==> src/rtl/irq_ctrl_pkg.sv <==
package irq_ctrl_pkg;
  localparam int SRC_W = 16;          // bit 0 reserved, sources 1..15
  localparam int IDX_W = 4;           // processor index field width

  typedef enum logic [1:0] {RD_NONE, RD_PEND, RD_FORCE, RD_MASK} rdSel_e;

  typedef struct packed {
    logic             wrForce;
    logic             wrClear;
    logic             wrMask;
    logic [IDX_W-1:0] maskIdx;
    rdSel_e           rdSel;
    logic [SRC_W-1:0] wdata;
  } strobe_t;
endpackage

==> src/rtl/irq_ctrl_decode.sv <==
module irq_ctrl_decode
  import irq_ctrl_pkg::*;
#(
  parameter int NCPU       = 2,
  parameter int ADDR_W     = 8,
  parameter int DATA_W     = 32,
  parameter int PEND_ADDR  = 'h04,
  parameter int FORCE_ADDR = 'h08,
  parameter int CLEAR_ADDR = 'h0C,
  parameter int MASK_BASE  = 'h40
) (
  input  logic              busSel,
  input  logic              busWr,
  input  logic [ADDR_W-1:0] busAddr,
  input  logic [DATA_W-1:0] busWdata,
  output strobe_t           strb
);
  localparam logic [ADDR_W-1:0] PEND_A  = ADDR_W'(PEND_ADDR);
  localparam logic [ADDR_W-1:0] FORCE_A = ADDR_W'(FORCE_ADDR);
  localparam logic [ADDR_W-1:0] CLEAR_A = ADDR_W'(CLEAR_ADDR);
  localparam logic [ADDR_W-1:0] MASK_A  = ADDR_W'(MASK_BASE);
  localparam logic [ADDR_W-1:0] MASK_SPAN = ADDR_W'(4 * NCPU);

  logic [ADDR_W-1:0] maskOfs;
  logic              maskHit;

  assign maskOfs = busAddr - MASK_A;
  assign maskHit = (busAddr >= MASK_A) && (maskOfs < MASK_SPAN) && (maskOfs[1:0] == 2'b00);

  always_comb begin
    strb         = '0;
    strb.rdSel   = RD_NONE;
    strb.wdata   = busWdata[SRC_W-1:0];
    strb.maskIdx = maskOfs[IDX_W+1:2];
    if (busSel) begin
      if (busWr) begin
        strb.wrForce = (busAddr == FORCE_A);
        strb.wrClear = (busAddr == CLEAR_A);
        strb.wrMask  = maskHit;
      end else begin
        if (busAddr == PEND_A)       strb.rdSel = RD_PEND;
        else if (busAddr == FORCE_A) strb.rdSel = RD_FORCE;
        else if (maskHit)            strb.rdSel = RD_MASK;
      end
    end
  end
endmodule

==> src/rtl/irq_ctrl_prio.sv <==
module irq_ctrl_prio #(
  parameter int SRC_W = 16,
  parameter int LVL_W = 4
) (
  input  logic [SRC_W-1:0] active,
  output logic [LVL_W-1:0] level
);
  always_comb begin
    level = '0;
    for (int i = 1; i < SRC_W; i++) begin
      if (active[i]) level = LVL_W'(i);
    end
  end

  always_comb begin
    if (level != '0) assert (active[level]) else $error("AST_LEVEL_ACTIVE");
  end
endmodule

==> src/rtl/irq_ctrl_state.sv <==
module irq_ctrl_state
  import irq_ctrl_pkg::*;
#(
  parameter int NCPU   = 2,
  parameter int DATA_W = 32,
  parameter int LVL_W  = 4
) (
  input  logic                  clk,
  input  logic                  rstN,
  input  logic [SRC_W-1:0]      srcIn,
  input  strobe_t               strb,
  input  logic [NCPU-1:0]       ackValid,
  input  logic [NCPU*LVL_W-1:0] ackLevel,
  output logic [DATA_W-1:0]     rdData,
  output logic [NCPU*LVL_W-1:0] reqLevel
);
  localparam logic [SRC_W-1:0] VALID = {{(SRC_W-1){1'b1}}, 1'b0};

  logic [SRC_W-1:0] srcPrev, pending, forceReg;
  logic [SRC_W-1:0] maskReg [NCPU];
  logic [SRC_W-1:0] rise, wrBits, ackClr, clrAll;
  logic             armed;

  assign rise   = srcIn & ~srcPrev & VALID;
  assign wrBits = strb.wdata & VALID;

  always_comb begin
    ackClr = '0;
    for (int c = 0; c < NCPU; c++) begin
      if (ackValid[c]) ackClr[ackLevel[c*LVL_W +: LVL_W]] = 1'b1;
    end
    ackClr = ackClr & VALID;
    clrAll = ackClr | (strb.wrClear ? wrBits : '0);
  end

  always_ff @(posedge clk) begin
    if (!rstN) begin
      srcPrev  <= '0;
      pending  <= '0;
      forceReg <= '0;
      armed    <= 1'b0;
    end else begin
      srcPrev  <= srcIn;
      pending  <= (pending & ~clrAll) | rise;
      forceReg <= (forceReg & ~clrAll) | (strb.wrForce ? wrBits : '0);
      armed    <= 1'b1;
    end
  end

  for (genvar c = 0; c < NCPU; c++) begin : g_cpu
    logic [SRC_W-1:0] active;
    always_ff @(posedge clk) begin
      if (!rstN) maskReg[c] <= '0;
      else if (strb.wrMask && strb.maskIdx == IDX_W'(c)) maskReg[c] <= wrBits;
    end
    assign active = (pending | forceReg) & maskReg[c];
    irq_ctrl_prio #(.SRC_W(SRC_W), .LVL_W(LVL_W)) u_prio (
      .active(active),
      .level (reqLevel[c*LVL_W +: LVL_W])
    );
  end

  always_comb begin
    rdData = '0;
    case (strb.rdSel)
      RD_PEND:  rdData = DATA_W'(pending);
      RD_FORCE: rdData = DATA_W'(forceReg);
      RD_MASK: begin
        for (int c = 0; c < NCPU; c++) begin
          if (strb.maskIdx == IDX_W'(c)) rdData = DATA_W'(maskReg[c]);
        end
      end
      default:  rdData = '0;
    endcase
  end

  AST_EDGE_SETS: assert property (@(posedge clk) disable iff (!rstN)
    armed |-> ((pending & $past(rise)) == $past(rise)));
  AST_PEND_HOLD: assert property (@(posedge clk) disable iff (!rstN)
    armed |-> (($past(pending) & ~pending & ~$past(clrAll)) == '0));
  AST_CLEAR_TAKES: assert property (@(posedge clk) disable iff (!rstN)
    (armed && $past(strb.wrClear)) |-> ((forceReg & $past(wrBits)) == '0));
  AST_FORCE_SETS: assert property (@(posedge clk) disable iff (!rstN)
    (armed && $past(strb.wrForce)) |-> ((forceReg & $past(wrBits)) == $past(wrBits)));
  AST_ACK_CLEARS: assert property (@(posedge clk) disable iff (!rstN)
    armed |-> ((pending & $past(ackClr) & ~$past(rise)) == '0));
endmodule

==> src/rtl/irq_prio_ctrl.sv <==
module irq_prio_ctrl
  import irq_ctrl_pkg::*;
#(
  parameter int NCPU   = 2,
  parameter int ADDR_W = 8,
  parameter int DATA_W = 32,
  parameter int LVL_W  = 4
) (
  input  logic                  clk,
  input  logic                  rstN,
  input  logic [SRC_W-1:0]      srcIn,
  input  logic                  busSel,
  input  logic                  busWr,
  input  logic [ADDR_W-1:0]     busAddr,
  input  logic [DATA_W-1:0]     busWdata,
  output logic [DATA_W-1:0]     busRdata,
  input  logic [NCPU-1:0]       ackValid,
  input  logic [NCPU*LVL_W-1:0] ackLevel,
  output logic [NCPU*LVL_W-1:0] reqLevel
);
  strobe_t strb;

  irq_ctrl_decode #(.NCPU(NCPU), .ADDR_W(ADDR_W), .DATA_W(DATA_W)) u_decode (
    .busSel  (busSel),
    .busWr   (busWr),
    .busAddr (busAddr),
    .busWdata(busWdata),
    .strb    (strb)
  );

  irq_ctrl_state #(.NCPU(NCPU), .DATA_W(DATA_W), .LVL_W(LVL_W)) u_state (
    .clk     (clk),
    .rstN    (rstN),
    .srcIn   (srcIn),
    .strb    (strb),
    .ackValid(ackValid),
    .ackLevel(ackLevel),
    .rdData  (busRdata),
    .reqLevel(reqLevel)
  );

  AST_RD_BIT0: assert property (@(posedge clk) disable iff (!rstN)
    busRdata[0] == 1'b0);
endmodule

==> config.mk <==
export PLATFORM = sky130hd
export DESIGN_NAME = irq_prio_ctrl
export DESIGN_NICKNAME = d
export VERILOG_FILES = /design/src/rtl/irq_ctrl_pkg.sv /design/src/rtl/irq_ctrl_decode.sv /design/src/rtl/irq_ctrl_prio.sv /design/src/rtl/irq_ctrl_state.sv /design/src/rtl/irq_prio_ctrl.sv
export SDC_FILE = /design/constraint.sdc
export NUM_CORES = 1
export LEC_CHECK = 0
export BUFFER_PORTS_ARGS = -buffer_cell sky130_fd_sc_hd__buf_2
export CAP_MARGIN = 20
export CORE_MARGIN = 10
export CORE_UTILIZATION = 28
export DETAILED_ROUTE_END_ITERATION = 8
export HOLD_SLACK_MARGIN = 0.12
export MAX_ROUTING_LAYER = met4
export PLACE_DENSITY = 0.57
export SYNTH_ARGS = -nofsm -noshare
export SYNTH_HDL_FRONTEND = slang
export SYNTH_SLANG_ARGS = --single-unit
==> constraint.sdc <==
create_clock -name clk -period 6.4 [get_ports clk]
set_input_delay 1.28 -clock clk [delete_from_list [all_inputs] [get_ports clk]]
set_output_delay 1.28 -clock clk [all_outputs]
set_load 0.01 [all_outputs]
==> summary.md <==
| Metric | Value |
|---|---|
| LEAKAGE | 1.87 nW |
| Post-Place Cells | 620 |
| Antenna violations before repair | 6 |
| CP Launch Type | primary input |
| Register area | 1800 sq um |
| Worst Min Path Start | u_state.srcPrev[7] |
| Total number of yosys warnings | 0 |
| RR Endpoint | u_state.forceReg[5] |
| Max VDD drop | 0.0946 mV |
| Final clock skew | 0.00479 ns |
| Root Buffer | clkbuf_16 |
| GPL Wtd Cong | 0.839 |
| I/O Buffers | 74 |
| Worst EP required | 5.12 ns |
| Pin slew with the least headroom to its limit | 1.01 ns |
| Final hold violation count | 0 |
| Critical path class | in2out |
| Pwr per Cell Area | 261 nW/um^2 |
| Minimum clock period | 4.65 ns |
| Synth Cell Area | 3880 sq um |
| Multi-input combinational cell area | 1910 sq um |
| Final WL | 12400 um |
| Number of core rows | 42 |
| Arrival time of the worst setup path | 3.37 ns |
| Worst Hold Class | reg2reg |
| CTS tree | done |
| Commonest cells after routing, fill and taps aside | 74 x buf_2, 49 x and2_1, 46 x o21ai_0, 45 x dfxtp_1 |
| Num CTS Buffers | 9 |
| Core Box Area | 13400 sq um |
| Sum of negative setup slack | 0 ns |
| Synth Instances | 383 |
| GRT Util Overall | 13.3% |
| Slew HR | 30.6% |
| Most common cell after layout, fill and taps aside | buf_2 |
| WL per Instance | 19.3 um |
| # DRC | 0 |
| Leading area contributor after synthesis | dfxtp_1 |
| Mapped Avg Cell Area | 10.1 sq um |
| First-pass DRT Iterations | 5 |
| Tcrit/Tclk final | 72.6% |
| Die X | 138 um |
| Status | finished, final reports clean |
| First-pass GRT wire length | 18400 um |
| Critical Path Fanout Max | 19 |
| Setup Fix Bufs, Post-CTS | 0 |
| Yosys top cell area share | 23.2% |
| Post-synth EDFFs | 30 |
| Die Y | 138 um |
| Fin. max-slew vios | 0 |
| R2R depth | 1 |
| Initial Utilization | 29.0% |
| Worst hold stages | 2 |
| Number of global-route vias before repair | 3239 |
| Worst hold endpoint | u_state.pending[7] |
| Clock Tree Buf Depth | 2 |
| Largest net degree at the start of global routing | 31 |
| Area contributors post-synth | dfxtp_1 23%, edfxtp_1 23%, and2_1 7.9% |
| Synth async-reset ratio | 0% |
| Core Util, Final | 35.1% |
| H-tree Lvls | 3 |
| Clk_lat worst skew | 0.34 ns |
| Vias | 3200 |
| RSZ-0062 raised after global routing | no |
| CTS-repair resized insts | 0 |
| Reg-to-Reg Start | u_state.forceReg[5] |
| Clock Sinks | 75 |
| Top_reg_cell synth | dfxtp_1 |
| CP Capture Type | output pin |
| Sequential-to-total area share from yosys stat | 46.4% |
| Die area | 19000 sq um |
| Cell Count, Final, Fillers Out | 641 |
| Register bit total from synthesis | 75 |
| Reg2Reg Setup Slack | 5.70 ns |
| First DRT Iteration DRCs | 327 |
| Final setup viols | 0 |
| Cts hold-fix bufs | 0 |
| Fillers | 1366 |
| Total of max-cap violations | 0 |
| Max Fclk | 0.215 GHz |
| Distinct cells, synth | 44 |
| Final Power | 1.23 mW |
| Layout cells sized above 1 | 24.6% |
| Area grow syn2layout | 21.0% |
| Number of nets in the layout | 525 |
| Worst-path clk slew | 0.05 ns |
| I/O pin count | 110 |
| Grt total ovfl | 0 |
| Hpwl dp | 9140 um |
| Antenna viol nets, final | 0 |
| DR vias/cell | 4.99 |
through the flow:
step	hold WS [ns]	instance area (sq um)	worst slack [ns]
floorplan	0.446	3950	2.50
global placement	0.451	4370	1.76
detailed placement	0.455	4370	1.75
CTS	0.471	4680	1.74
global route	0.490	4700	1.59
finish	0.470	4700	1.75
power by group:
part | leakage (nW) | internal, mW | switching, mW
registers | 0.656 | 0.521 | 0.0165
logic | 1.06 | 0.0604 | 0.0878
clock network | 0.154 | 0.348 | 0.193
total | 1.87 | 0.929 | 0.298
worst max path at each step:
stage	start	slack [ns]	cells after the start	to
after global placement	busAddr[1]	1.76	6	busRdata[14]
after CTS	busAddr[2]	1.74	6	busRdata[14]
after global routing	busAddr[2]	1.59	6	busRdata[9]
after floorplan	busAddr[1]	2.50	5	busRdata[11]
final	busAddr[2]	1.75	6	busRdata[2]
after detailed placement	busAddr[2]	1.75	6	busRdata[5]
final cells by class:
class	count	share of cell area, %
repair buffers	75	8.04
multi-input cells	278	40.6
clock inverters	5	1.65
well taps	176	4.69
inverters	16	1.28
flip-flops and latches	75	38.3
diodes	6	0.319
clock buffers	10	5.09
sequential cells by signal, indices dropped and copies added (netlist names):
name	flops
u_state.maskReg	30
u_state.pending	15
u_state.forceReg	15
u_state.srcPrev	15
critical path, cell delays in order:
cell and delay (ns):
buf_2 0.49, nor4b_1 0.33, and3_1 0.71, a22oi_1 0.20
o21ai_1 0.19, buf_2 0.17
cells in the mapped netlist, types with 2 or more instances:
library cell / n
or2_2: 2
nor3_1: 7
a21oi_1: 2
a22o_1: 30
and2_1: 49
nand3b_1: 6
o211ai_1: 2
clkbuf_1: 9
o21bai_1: 2
or3b_2: 4
o31a_1: 2
o21ai_0: 48
nand3_1: 4
nand4_1: 2
inv_1: 16
buf_4: 17
mux2i_1: 15
a22oi_1: 15
o21a_1: 6
a2111oi_0: 3
dfxtp_1: 45
a21oi_2: 10
a41o_1: 4
nand2_1: 11
nand2b_1: 7
a311oi_1: 2
buf_2: 3
edfxtp_1: 30
a31oi_1: 2
nor2_1: 3
o221ai_1: 12
routing by layer:
metal	track usage (%)	part of all wire (%)	vias up
li1	-	-	1574
met1	14.7	42	1514
met2	22.1	49	98
met3	4.70	7.7	14
met4	4.46	1.3	0
met5	-	0	-
cell families after synthesis:
group,share of synthesized area [%]
buffers and inverters,6.38
AOI/OAI and AO/OA,26.1
and+or+nand+nor,17.2
other,0.0965
DFF,46.4
muxes,3.86
(Power assumes the default switching activity.)
